===== src/rtl/i2c_reg_target.sv =====
`timescale 1ns/1ps
module i2c_reg_target #(
  parameter logic [6:0] TARGET_ADDR = 7'h3E
) (
  input  logic       clk,
  input  logic       rst_n,
  input  logic       scl_i,
  input  logic       sda_i,
  output logic       sda_oe,
  output logic [7:0] reg_addr,
  output logic [7:0] reg_wdata,
  output logic       reg_we,
  input  logic [7:0] reg_rdata
);
  localparam logic [3:0] S_IDLE = 4'd0, S_ADDR = 4'd1, S_AACK = 4'd2, S_OFFS = 4'd3,
                         S_OACK = 4'd4, S_WDAT = 4'd5, S_WACK = 4'd6, S_RDAT = 4'd7,
                         S_RACK = 4'd8, S_IGN  = 4'd9;

  logic [2:0] scl_p, sda_p;
  logic [3:0] state, cnt;
  logic [7:0] sh, tx, rptr, wptr;
  logic       rw, oe, we, host_nack;
  logic       scl_s, scl_q, sda_s, sda_q;
  logic       start_det, stop_det, rise, fall;

  assign scl_s = scl_p[1];
  assign scl_q = scl_p[2];
  assign sda_s = sda_p[1];
  assign sda_q = sda_p[2];
  assign start_det = scl_s & scl_q & sda_q & ~sda_s;
  assign stop_det  = scl_s & scl_q & ~sda_q & sda_s;
  assign rise = scl_s & ~scl_q;
  assign fall = ~scl_s & scl_q;

  assign sda_oe    = oe;
  assign reg_we    = we;
  assign reg_wdata = sh;
  assign reg_addr  = rw ? rptr : wptr;

  always_ff @(posedge clk or negedge rst_n) begin
    if (!rst_n) begin
      scl_p <= '1;
      sda_p <= '1;
    end else begin
      scl_p <= {scl_p[1:0], scl_i};
      sda_p <= {sda_p[1:0], sda_i};
    end
  end

  always_ff @(posedge clk or negedge rst_n) begin
    if (!rst_n) begin
      state     <= S_IDLE;
      cnt       <= '0;
      sh        <= '0;
      tx        <= '0;
      rptr      <= '0;
      wptr      <= '0;
      rw        <= 1'b0;
      oe        <= 1'b0;
      we        <= 1'b0;
      host_nack <= 1'b0;
    end else begin
      we <= 1'b0;
      if (start_det) begin
        state <= S_ADDR;
        cnt   <= '0;
        oe    <= 1'b0;
      end else if (stop_det) begin
        state <= S_IDLE;
        oe    <= 1'b0;
      end else begin
        case (state)
          S_ADDR, S_OFFS, S_WDAT: begin
            if (rise) begin
              sh  <= {sh[6:0], sda_s};
              cnt <= cnt + 4'd1;
            end else if (fall && cnt == 4'd8) begin
              cnt <= '0;
              if (state == S_ADDR) begin
                if (sh[7:1] == TARGET_ADDR) begin
                  rw    <= sh[0];
                  oe    <= 1'b1;
                  state <= S_AACK;
                end else begin
                  state <= S_IGN;
                end
              end else if (state == S_OFFS) begin
                rptr  <= sh;
                wptr  <= sh;
                oe    <= 1'b1;
                state <= S_OACK;
              end else begin
                we    <= 1'b1;
                oe    <= 1'b1;
                state <= S_WACK;
              end
            end
          end
          S_AACK: if (fall) begin
            cnt <= '0;
            if (rw) begin
              tx    <= reg_rdata;
              oe    <= ~reg_rdata[7];
              state <= S_RDAT;
            end else begin
              oe    <= 1'b0;
              state <= S_OFFS;
            end
          end
          S_OACK: if (fall) begin
            oe    <= 1'b0;
            state <= S_WDAT;
          end
          S_WACK: if (fall) begin
            oe    <= 1'b0;
            wptr  <= wptr + 8'd1;
            state <= S_WDAT;
          end
          S_RDAT: if (fall) begin
            if (cnt == 4'd7) begin
              oe    <= 1'b0;
              rptr  <= rptr + 8'd1;
              state <= S_RACK;
            end else begin
              cnt <= cnt + 4'd1;
              tx  <= {tx[6:0], 1'b0};
              oe  <= ~tx[6];
            end
          end
          S_RACK: begin
            if (rise) host_nack <= sda_s;
            else if (fall) begin
              cnt <= '0;
              if (!host_nack) begin
                tx    <= reg_rdata;
                oe    <= ~reg_rdata[7];
                state <= S_RDAT;
              end else begin
                state <= S_IGN;
              end
            end
          end
          default: ;
        endcase
      end
    end
  end
endmodule



===== config.mk =====
export PLATFORM = sky130hd
export DESIGN_NAME = i2c_reg_target
export DESIGN_NICKNAME = d
export VERILOG_FILES = /design/src/rtl/i2c_reg_target.sv
export SDC_FILE = /design/constraint.sdc
export NUM_CORES = 1
export LEC_CHECK = 0
export ABC_AREA = 1
export BUFFER_PORTS_ARGS = -buffer_cell sky130_fd_sc_hd__buf_2
export CORE_UTILIZATION = 41
export CTS_CLUSTER_DIAMETER = 60
export DETAILED_ROUTE_END_ITERATION = 10
export SYNTH_ARGS = -nofsm -noshare
export SYNTH_HDL_FRONTEND = slang
export SYNTH_SLANG_ARGS = --single-unit

===== constraint.sdc =====
create_clock -name clk -period 1.9 [get_ports clk]
set_input_delay 0.38 -clock clk [delete_from_list [all_inputs] [get_ports clk]]
set_output_delay 0.38 -clock clk [all_outputs]
set_load 0.01 [all_outputs]

=== After elaboration in Yosys (flattened, before gate mapping) ===
Index checks and enable logic that the tools add are counted.

* Flip-flop bits (word level): 49
* Latch bits: 0
* Memory bits (writable): 0
* Bits in read-only memories: 0
* Input port bits: 12
* Output and inout port bits: 18
* Word-level logic and storage cells: 152
* Memories: 0

* Add/sub/neg operators: 3
* Multiply operators: 0
* Divide/modulo/power cells: 0
* $lt $le $gt $ge: 0
* Equal/unequal tests: 39
* Shift operators: 0
* Muxes and demuxes: 65
* Bitwise gates (word level): 16
* Reduce and logical (&&, ||, !) cells: 17

{| class="wikitable"
|+ Operator list
! cell !! number
|-
| $mux W4 || 21
|-
| $mux W8 || 8
|-
| $mux W7 || 7
|-
| $ne A4 B4 Y1 const B || 9
|-
| $pmux W8 S2 || 2
|-
| $ne A2 B2 Y1 const B || 14
|-
| $mux W1 || 21
|-
| $pmux W7 S3 || 1
|-
| $eq A4 B3 Y1 const B || 5
|-
| $pmux W4 S5 || 1
|-
| $reduce_and A10 Y1 || 2
|-
| $reduce_and A9 Y1 || 2
|-
| $add A8 B1 Y8 const B || 2
|-
| $pmux W4 S4 || 1
|-
| $ne A3 B3 Y1 const B || 3
|-
| $not A1 Y1 || 9
|-
| $eq A4 B2 Y1 const B || 2
|-
| $eq A4 B4 Y1 const B || 2
|-
| $reduce_and A4 Y1 || 2
|-
| $reduce_and A8 Y1 || 1
|-
| $and A1 B1 Y1 || 7
|-
| $eq A7 B6 Y1 const B || 1
|-
| $reduce_and A7 Y1 || 1
|-
| $reduce_bool A7 Y1 || 1
|-
| other kinds (14) || 15
|}

=== Depth between registers and ports, before layout ===
* Depth after elaboration: 8
* Depth in mapped cells: 12
* Depth with buffers taken out: 11

=== Least setup slack after synthesis ===
No wires, ideal clock.

* Path kind: register to register
* Start: register scl_p[2]
* End: register wptr[3]
* Data arrival time: 1.444 ns
* Required time: 1.826 ns
* Slack: 0.382 ns
* Cell stages (with the launch flop): 10
* Path buffers: 1
* Clock period less this slack: 1.518 ns
* Path through: dfstp_2 nand2_4 inv_2 nand3_2 nand2_4 nand3_2 nor2_8 buf_12 nand2_1 o21ai_2

* Cells in the longest elaborated chain, start to end: 5

{| class="wikitable"
|+ RTL lines
! element !! line !! text
|-
| start: declaration || 19 || <nowiki>logic [2:0] scl_p, sda_p;</nowiki>
|-
| start signal: assignment || 45 || <nowiki>scl_p <= {scl_p[1:0], scl_i};</nowiki>
|-
| $and A1 B1 Y1 || 30, 31 ||
|-
| $and A1 B1 Y1 (on tied branches) (2 in series) || 31, 30 ||
|-
| $not A1 Y1 (no source line) || -- ||
|-
| $reduce_and A8 Y1 (no source line) (*) || -- ||
|-
| end signal: assignment || 89 || <nowiki>wptr <= sh;</nowiki>
|-
| end signal: assignment || 116 || <nowiki>wptr <= wptr + 8'd1;</nowiki>
|-
| end: declaration || 21 || <nowiki>logic [7:0] sh, tx, rptr, wptr;</nowiki>
|}

Every way passes the cells marked *; elsewhere a longest branch is shown, timed or not.
A chain may end at the register's enable or synchronous reset.

=== Worst setup path in the final report ===
* Start: register scl_p[2]
* End: register wptr[4]

Same word-level chain as after synthesis.

==> impl_metrics.env <==
export IMPL_start_util_pct=42.4
export IMPL_skew_ps=9.29
export IMPL_grt_pass1_wl_mm=12.9
export IMPL_reg2reg_depth=8
export IMPL_ioPinCount=30
export IMPL_slowest_delay_ps=600
export IMPL_grt_setup_unrepaired="no"
export IMPL_gp_congestion=0.956
export IMPL_clock_path_buffers=2
export IMPL_synth_warnings=0
export IMPL_cpLargestDelayFamily="simple AND/OR/NAND/NOR gates"
export IMPL_drv_cap=0
export IMPL_status="finished, final reports clean"
export IMPL_firstDrtPassIters=4
export IMPL_hold_violations=0
export IMPL_grtUsageTotal_pct=19.6
export IMPL_insertion_delay_ps=310
export IMPL_grt_pass1_vias=2688
export IMPL_whs_ps=3.23
export IMPL_overflow=0
export IMPL_dpl_hpwl_mm=5.93
export IMPL_cts_sinks=49
export IMPL_crit_required_ps=2150
export IMPL_slowest_stage="dfstp_2"
export IMPL_slew_viol_final=0
export IMPL_avgSynthCellArea_um2=7.32
export IMPL_cp_end_kind="flop"
export IMPL_io_buffers=29
export IMPL_max_slew_margin_pct=70.3
export IMPL_core_mm2=0.00769
export IMPL_fill_cells=814
export IMPL_critical_path_class="reg -> reg"
export IMPL_ctsResizeCount=0
export IMPL_ys_ff_latch=49
export IMPL_syn_inst=445
export IMPL_avgViaCountPerCell=5.05
export IMPL_area_delta_synth_final_pct=12.0
export IMPL_antenna_cells=0
export IMPL_r2r_start="scl_p[2]$_DFF_PN1_"
export IMPL_post_cts_buffers=0
export IMPL_via_count=2942
export IMPL_min_period_ps=1790
export IMPL_async_flop_share_pct=100
export IMPL_wire_per_inst_um=13.3
export IMPL_cts_inserted_buffers=5
export IMPL_critPathArrivalTime_ps=2040
export IMPL_yosysSeqAreaShare_pct=37.9
export IMPL_htree_levels=2
export IMPL_crit_chain="nand2_4 -> inv_2 -> nand3_2 -> nand2_4 -> nand3_2 -> nor2_8 -> o21ai_0 -> o21ai_2"
export IMPL_drive_gt1_share_pct=21.9
export IMPL_drc=0
export IMPL_antenna_found_initial=0
export IMPL_worst_pin_slew_ps=445
export IMPL_die_height_um=91.1
export IMPL_crit_path_start_kind="flop"
export IMPL_r2r_end="wptr[4]$_DFFE_PN0P_"
export IMPL_rrSetupSlack_ps=110
export IMPL_clk_pin_slew_ps=100
export IMPL_cts_tree="built"
export IMPL_tns_ps=0
export IMPL_max_vdd_ir_drop_mv=0.512
export IMPL_drt_total_wl_mm=7.77
export IMPL_synth_distinct_cells=35
export IMPL_min_period_over_period_pct=94.2
export IMPL_setup_viol=0
export IMPL_design_die_area_mm2=0.00830
export IMPL_root_buffer="clkbuf_8"
export IMPL_synth_edf_count=0
export IMPL_grt_max_degree=34
export IMPL_std_cell_rows=32
export IMPL_drt_initial_drc_count=191
export IMPL_ff_latch_area_mm2=0.00123
export IMPL_synth_cell_area_mm2=0.00326
export IMPL_worst_path_max_fanout=16
export IMPL_die_x_um=91.1
export IMPL_fmax_mhz=559
export IMPL_syn_nets=461
export IMPL_ys_flop_type="dfrtp_1"
export IMPL_multi_input_area_mm2=0.00177
export IMPL_fin_util_pct=47.4
export IMPL_finish_net_count=495
export IMPL_power_leakage_nw=1.85
export IMPL_postCtsHoldBufs=0
export IMPL_final_antenna_net_count=0
export IMPL_holdCritPathClass="in -> async"
export IMPL_path_buf_inv=1
export IMPL_powerDensity_mw_per_mm2=1410
stage by stage:
stage | cells | total power, mW | setup WS, ps | area, um^2
finish | 582 | 5.13 | 110 | 3640
global route | 582 | 5.56 | 12.7 | 3640
CTS | 582 | 5.15 | 118 | 3640
detailed placement | 574 | 4.35 | 145 | 3530
global placement | 574 | 4.32 | 161 | 3530
floorplan | 445 | 3.75 | 382 | 3260
cells in the mapped netlist, types with 9 or more instances:
| master | number | area, um^2 |
|---|---|---|
| nand2_1 | 148 | 556 |
| dfrtp_1 | 43 | 1080 |
| nand3_1 | 41 | 205 |
| inv_1 | 38 | 143 |
| nor2_1 | 35 | 131 |
| o21ai_0 | 30 | 150 |
| o21ai_2 | 15 | 131 |
| nand2_2 | 11 | 68.8 |
| o21ai_1 | 9 | 45.0 |
worst max-delay path by stage:
stage                             startpoint              endpoint  slack [ps]  cells after the start
after floorplan           scl_p[2]$_DFF_PN1_   wptr[3]$_DFFE_PN0P_         380                      9
after global placement    sda_p[1]$_DFF_PN1_  state[3]$_DFFE_PN0P_         160                     10
after detailed placement  scl_p[2]$_DFF_PN1_   wptr[4]$_DFFE_PN0P_         140                      8
after CTS                 scl_p[2]$_DFF_PN1_   wptr[4]$_DFFE_PN0P_         120                      8
after global routing      scl_p[2]$_DFF_PN1_   wptr[4]$_DFFE_PN0P_          10                      8
final                     scl_p[2]$_DFF_PN1_   wptr[4]$_DFFE_PN0P_         110                      8
placed cells by master, fill, tap and decap left out, drive strengths merged:
cell,Yosys,final
mux2i,6,6
o211ai,1,1
xor2,1,1
dfrtp,43,43
bufinv,0,1
dfstp,6,6
o21a,1,1
a21oi,2,2
xnor2,4,4
nand3,44,44
nand4,6,6
clkinv,1,2
inv,43,43
nor2,43,43
clkbuf,2,6
a31oi,1,1
o21ai,55,55
or2,2,2
or3,1,1
buf,10,39
ha,4,4
nand2,165,165
nand3b,4,4
layer usage:
layer  share of wire [%]  track usage, %  vias to the layer above
li1                    -               -                     1494
met1                  49            27.1                     1350
met2                  45            31.6                       88
met3                 4.7            3.18                       10
met4                 1.5            5.56                        0
met5                   0               0                        -
registers in the layout, indices dropped and copies added, names as in the netlist:
name,flops
sda_p,3
host_nack,1
tx,7
reg_wdata,8
cnt,4
scl_p,3
sda_oe,1
rptr,8
state,4
wptr,8
rw,1
reg_we,1
final cells by class:
cell class                 count  area share [%]
clock buffer                   6            1.99
inverter                      44            4.67
multi-input combinational    340            48.5
sequential                    49            33.8
clock inverter                 2            1.06
timing repair buffer          39            6.39
tap                          102            3.50
power breakdown:
part | switching [mW] | internal, mW
Clock | 0.385 | 0.396
Sequential | 0.346 | 1.36
Combinational | 1.71 | 0.940
logic make-up (layout without fill, tap and decap cells):
family | after synthesis | after routing | share of synthesized area [%]
and+or+nand+nor | 265 | 265 | 37.7
AOI/OAI and AO/OA | 60 | 60 | 11.7
buffers and inverters | 56 | 91 | 7.92
DFF | 49 | 49 | 37.9
muxes | 6 | 6 | 1.84
xor gates and xnor gates | 5 | 5 | 1.35
adders and majority gates | 4 | 4 | 1.54
Note: power is estimated with default switching activity, not from simulation.
